==> config.mk <==
export PLATFORM = sky130hd
export DESIGN_NAME = irq_vector_ctrl
export DESIGN_NICKNAME = d
export VERILOG_FILES = /design/src/rtl/irqc_pkg.sv /design/src/rtl/irqc_scatter.sv /design/src/rtl/irqc_pend_bank.sv /design/src/rtl/irqc_prio.sv /design/src/rtl/irq_vector_ctrl.sv
export SDC_FILE = /design/constraint.sdc
export NUM_CORES = 1
export LEC_CHECK = 0
export ABC_AREA = 1
export BUFFER_PORTS_ARGS = -buffer_cell sky130_fd_sc_hd__buf_2
export CAP_MARGIN = 20
export CORE_MARGIN = 2
export CORE_UTILIZATION = 55
export DETAILED_ROUTE_END_ITERATION = 6
export PLACE_DENSITY = 0.77
export SLEW_MARGIN = 20
export SYNTH_ARGS = -nofsm -noshare
export SYNTH_HDL_FRONTEND = slang
export SYNTH_HIERARCHICAL = 1
export SYNTH_SLANG_ARGS = --single-unit
==> constraint.sdc <==
create_clock -name clk -period 7.5 [get_ports clk]
set_clock_uncertainty 0.15 [all_clocks]
set_input_delay 0.75 -clock clk [delete_from_list [all_inputs] [get_ports clk]]
set_output_delay 0.75 -clock clk [all_outputs]
set_load 0.05 [all_outputs]
==> src/rtl/irqc_pkg.sv <==
package irqc_pkg;
  localparam int unsigned NUM_SRC   = 64;
  localparam int unsigned WORD_W    = 32;
  localparam int unsigned NUM_WORDS = NUM_SRC / WORD_W;
  localparam int unsigned CODE_W    = $clog2(NUM_SRC);

  // Word index of a source: 0 = high word, 1 = low word.
  function automatic int unsigned src_word(input int unsigned n);
    if (n < 16 || (n >= 32 && n < 48)) return 1;
    return 0;
  endfunction

  // MSB-first bit number of a source within its word.
  function automatic int unsigned src_bitnum(input int unsigned n);
    if (n == 0)        return 31;
    else if (n < 16)   return n + 15;
    else if (n == 16)  return 29;
    else if (n == 17)  return 30;
    else if (n < 31)   return n - 2;
    else if (n == 31)  return 31;
    else if (n < 48)   return n - 32;
    else               return 63 - n;
  endfunction

  // Physical bit position inside the word.
  function automatic int unsigned src_pos(input int unsigned n);
    return (WORD_W - 1) - src_bitnum(n);
  endfunction
endpackage

==> src/rtl/irqc_scatter.sv <==
module irqc_scatter
  import irqc_pkg::*;
#(
  parameter int unsigned N_SRC  = NUM_SRC,
  parameter int unsigned W_W    = WORD_W,
  parameter int unsigned N_WORD = NUM_WORDS
) (
  input  logic [N_SRC-1:0]             src_i,
  input  logic [N_WORD-1:0][W_W-1:0]   pend_i,
  input  logic [N_WORD-1:0][W_W-1:0]   mask_i,
  output logic [N_WORD-1:0][W_W-1:0]   set_o,
  output logic [N_SRC-1:0]             act_o
);
  // Source order -> word/bit order, source 0 reserved.
  always_comb begin
    set_o = '0;
    for (int n = 1; n < int'(N_SRC); n++) begin
      set_o[src_word(n)][src_pos(n)] = src_i[n];
    end
  end

  // Word/bit order -> source order for the priority encoder.
  always_comb begin
    act_o = '0;
    for (int n = 1; n < int'(N_SRC); n++) begin
      act_o[n] = pend_i[src_word(n)][src_pos(n)] & mask_i[src_word(n)][src_pos(n)];
    end
  end
endmodule

==> src/rtl/irqc_pend_bank.sv <==
module irqc_pend_bank #(
  parameter int unsigned W_W = 32
) (
  input  logic           clk,
  input  logic           rst,
  input  logic [W_W-1:0] set_i,
  input  logic [W_W-1:0] clr_i,
  input  logic           mask_we,
  input  logic [W_W-1:0] mask_wdata,
  output logic [W_W-1:0] pend_o,
  output logic [W_W-1:0] mask_o
);
  always_ff @(posedge clk) begin
    if (rst) begin
      pend_o <= '0;
      mask_o <= '0;
    end else begin
      pend_o <= (pend_o & ~clr_i) | set_i;
      if (mask_we) mask_o <= mask_wdata;
    end
  end
endmodule

==> src/rtl/irqc_prio.sv <==
module irqc_prio #(
  parameter int unsigned N_SRC = 64,
  localparam int unsigned C_W  = $clog2(N_SRC)
) (
  input  logic [N_SRC-1:0] act_i,
  output logic [C_W-1:0]   code_o
);
  always_comb begin
    code_o = '0;
    for (int i = int'(N_SRC) - 1; i >= 1; i--) begin
      if (act_i[i]) code_o = C_W'(i);
    end
  end
endmodule

==> src/rtl/irq_vector_ctrl.sv <==
module irq_vector_ctrl
  import irqc_pkg::*;
#(
  parameter int unsigned N_SRC  = NUM_SRC,
  parameter int unsigned W_W    = WORD_W,
  parameter int unsigned ADDR_W = 3
) (
  input  logic              clk,
  input  logic              rst,
  input  logic [N_SRC-1:0]  src_i,
  input  logic [ADDR_W-1:0] bus_addr,
  input  logic              bus_we,
  input  logic [W_W-1:0]    bus_wdata,
  output logic [W_W-1:0]    bus_rdata,
  output logic              irq_o
);
  localparam int unsigned N_WORD   = N_SRC / W_W;
  localparam int unsigned C_W      = $clog2(N_SRC);
  localparam int unsigned MASK_OFS = 0;
  localparam int unsigned PEND_OFS = MASK_OFS + N_WORD;
  localparam int unsigned VEC_OFS  = PEND_OFS + N_WORD;

  logic [N_WORD-1:0][W_W-1:0] pend_w, mask_w, set_w;
  logic [N_SRC-1:0]           act_src;
  logic [C_W-1:0]             code;
  logic [W_W-1:0]             vec_word;
  logic                       irq_q;

  irqc_scatter #(.N_SRC(N_SRC), .W_W(W_W), .N_WORD(N_WORD)) u_scatter (
    .src_i  (src_i),
    .pend_i (pend_w),
    .mask_i (mask_w),
    .set_o  (set_w),
    .act_o  (act_src)
  );

  for (genvar w = 0; w < N_WORD; w++) begin : g_bank
    logic           mask_we;
    logic [W_W-1:0] clr;
    assign mask_we = bus_we && (bus_addr == ADDR_W'(MASK_OFS + w));
    assign clr     = (bus_we && (bus_addr == ADDR_W'(PEND_OFS + w))) ? bus_wdata : '0;

    irqc_pend_bank #(.W_W(W_W)) u_bank (
      .clk        (clk),
      .rst        (rst),
      .set_i      (set_w[w]),
      .clr_i      (clr),
      .mask_we    (mask_we),
      .mask_wdata (bus_wdata),
      .pend_o     (pend_w[w]),
      .mask_o     (mask_w[w])
    );
  end

  irqc_prio #(.N_SRC(N_SRC)) u_prio (
    .act_i  (act_src),
    .code_o (code)
  );

  assign vec_word = {code, {(W_W - C_W){1'b0}}};

  always_comb begin
    bus_rdata = '0;
    for (int w = 0; w < int'(N_WORD); w++) begin
      if (bus_addr == ADDR_W'(MASK_OFS + w)) bus_rdata = mask_w[w];
      if (bus_addr == ADDR_W'(PEND_OFS + w)) bus_rdata = pend_w[w];
    end
    if (bus_addr == ADDR_W'(VEC_OFS)) bus_rdata = vec_word;
  end

  always_ff @(posedge clk) begin
    if (rst) irq_q <= 1'b0;
    else     irq_q <= |(pend_w & mask_w);
  end

  assign irq_o = irq_q;
endmodule

==> flow_summary.ini <==
[status]
status = finished clean

[detailed_routing]
first_pass_iters = 5
avgRoutedWirePerCell_um = 13.1
via_count = 8559
drt-total-wl_um = 23000
ant_nets = 0
drc_errors = 0
initialDrtViolationCount = 516
vias_per_cell = 4.85

[grt]
grt_use_met2 = 0.492
grt_pass1_wl_um = 37100
grt_overflow = 0
antenna_found_initial = 0
grt_max_degree = 68
gr-max-usage-layer = met2
grt_pass1_vias = 7845
grt_util_met3 = 0.0562
grt_usage = 0.278
grt_use_met1 = 0.335

[floorplan]
start_util = 0.556
fp-row-count = 46
boundaryPins = 135
die_w_um = 130
die_area_um2 = 16900
die_h_um = 130
core_um2 = 15700

[power_and_ir_drop]
netSwitchingFraction = 0.293
p_seq_frac = 0.395
power_frac_comb = 0.159
leakagePower_nw = 5.67
p_int_mw = 1.37
power.density_nw_per_um2 = 203
vdd_ir_drop_max_uv = 167
p_clk_frac = 0.446
switching_power_mw = 0.567

[cells_and_area]
num-nets-final = 1636
drive_gt1_frac = 0.133
final_area_um2 = 9550
fillCellCount = 1539
antenna_cells = 0
areaGrowthSynthToFinish_pct = 9.23

[clocking]
cts_tree = yes
clkTransAtPathRegs_ns = 0.06
cts.repair.resized = 0
root_buffer = clkbuf_16
ctsHoldBuffers = 0
clkSinkCount = 129
post_cts_buffers = 0
cts_buffers = 17
clock_latency_ns = 0.43
htreeDepth = 4
cts_buffer_depth = 2

[critical_path]
r2r-start = g_bank[1].u_bank/pend_o[15]$_SDFF_PP0_
slowest_stage = dfxtp_1
crit_type = reg2out
slowest_delay_ns = 0.39
endpoint_kind = primary output
cp-start-kind = flip-flop
required_ns = 6.60
cp_max_fo = 4
worst_ep_arrival_time_ns = 4.52
ff2ff_path_depth = 8
reg2reg_to = irq_o$_SDFF_PP0_
r2r_slack_ns = 6.01
cpMostUsedCell = nand2_1

[min_path]
min_path_type = reg2reg
min_from = g_bank[1].u_bank/pend_o[0]$_SDFF_PP0_
whs_path_depth = 2
min_to = g_bank[1].u_bank/pend_o[0]$_SDFF_PP0_

[timing]
grt_setup_unrepaired = no
setup_tns_ns = 0
relSlewSlack = 0.321
fmax_mhz = 184
hold_viol_final = 0
tightest_slew_ns = 1.02
period_needed_ns = 5.42
finalSetupViolations = 0
slew_viol_final = 0
fin_crit_sh = 0.723

[place]
gp_congestion = 0.863
dpl.hpwl_um = 15200
io_buffers = 133
place_area_um2 = 8910

[logic_synthesis]
syn_area_um2 = 8740
syn_inst = 1491
syn_area_per_cell_um2 = 5.86
syn-num-nets = 1593
ys.warnings.count = 6

[flow_run]
cap_violations = 0
-- critical path, delay by kind of cell, from the launching register on --
| family | cells | cell delay [ns] |
|---|---|---|
| buf+inv | 3 | 0.33 |
| flops | 1 | 0.39 |
| simple gates | 65 | 3.37 |
-- per-stage QoR --
step                instances  setup slack, ns   util  hold slack (ns)  power, mW
floorplan                1491             3.09      -            0.302       1.01
global placement         1730             2.56  0.567            0.320       1.07
detailed placement       1730             2.55  0.567            0.329       1.08
CTS                      1762             2.06  0.606            0.337       1.94
global route             1763             1.40  0.608            0.359       2.02
finish                   1763             2.08  0.608            0.341       1.93
-- registers in the layout (all words and copies together), names as in the netlist --
name                  count
irq_o                     1
g_bank.u_bank/mask_o     64
g_bank.u_bank/pend_o     64
-- cell usage in the layout, fill, tap and decap left out, types with 2 or more instances in the layout --
master,n
bufinv_16,3
bufinv_8,19
nand2_2,2
clkinvlp_4,4
nor2_1,245
clkinv_2,5
nand3_1,48
dfxtp_1,129
inv_2,9
buf_2,133
nor3_1,3
inv_1,303
nand2_1,406
nand4_1,27
clkbuf_16,17
clkbuf_8,2
nor2_4,2
o21ai_0,6
clkinv_4,3
a21oi_1,74
buf_4,3
nor4_1,6
o21ai_1,88
-- worst max path at each step --
stage                                                 startpoint       endpoint  slack, ns  cells after the start
final                     g_bank[0].u_bank/pend_o[30]$_SDFF_PP0_  bus_rdata[26]       2.08                     68
after global placement    g_bank[0].u_bank/pend_o[30]$_SDFF_PP0_  bus_rdata[26]       2.56                     68
after global routing      g_bank[0].u_bank/pend_o[30]$_SDFF_PP0_  bus_rdata[26]       1.40                     68
after detailed placement  g_bank[0].u_bank/pend_o[30]$_SDFF_PP0_  bus_rdata[26]       2.55                     68
after floorplan           g_bank[0].u_bank/pend_o[30]$_SDFF_PP0_  bus_rdata[26]       3.09                     67
after CTS                 g_bank[0].u_bank/pend_o[30]$_SDFF_PP0_  bus_rdata[26]       2.06                     68
-- layout make-up --
class | instances | area [µm²] | share of cell area
Multi-Input combinational cell | 916 | 3850 | 0.403
Sequential cell | 129 | 2580 | 0.270
Inverter | 333 | 1510 | 0.159
Timing Repair Buffer | 137 | 716 | 0.0750
Clock buffer | 19 | 453 | 0.0474
Tap cell | 216 | 270 | 0.0283
Clock inverter | 13 | 161 | 0.0169
-- power by group through the flow --
stage | Combinational, mW | Clock [mW] | Sequential [mW]
after floorplan | 0.241 | 0 | 0.770
after global placement | 0.300 | 0 | 0.775
after detailed placement | 0.304 | 0 | 0.777
after CTS | 0.306 | 0.870 | 0.762
after global routing | 0.344 | 0.905 | 0.769
final | 0.307 | 0.863 | 0.763
-- metal layers --
| layer | wire length [µm] | vias up | share of wire |
|---|---|---|---|
| met2 | 11300 | 263 | 0.49 |
| li1 | - | 4452 | - |
| met3 | 1340 | 37 | 0.058 |
| met5 | 0 | - | 0 |
| met1 | 9950 | 3807 | 0.43 |
| met4 | 452 | 0 | 0.020 |
No activity file was read; power rests on OpenSTA's default activity.
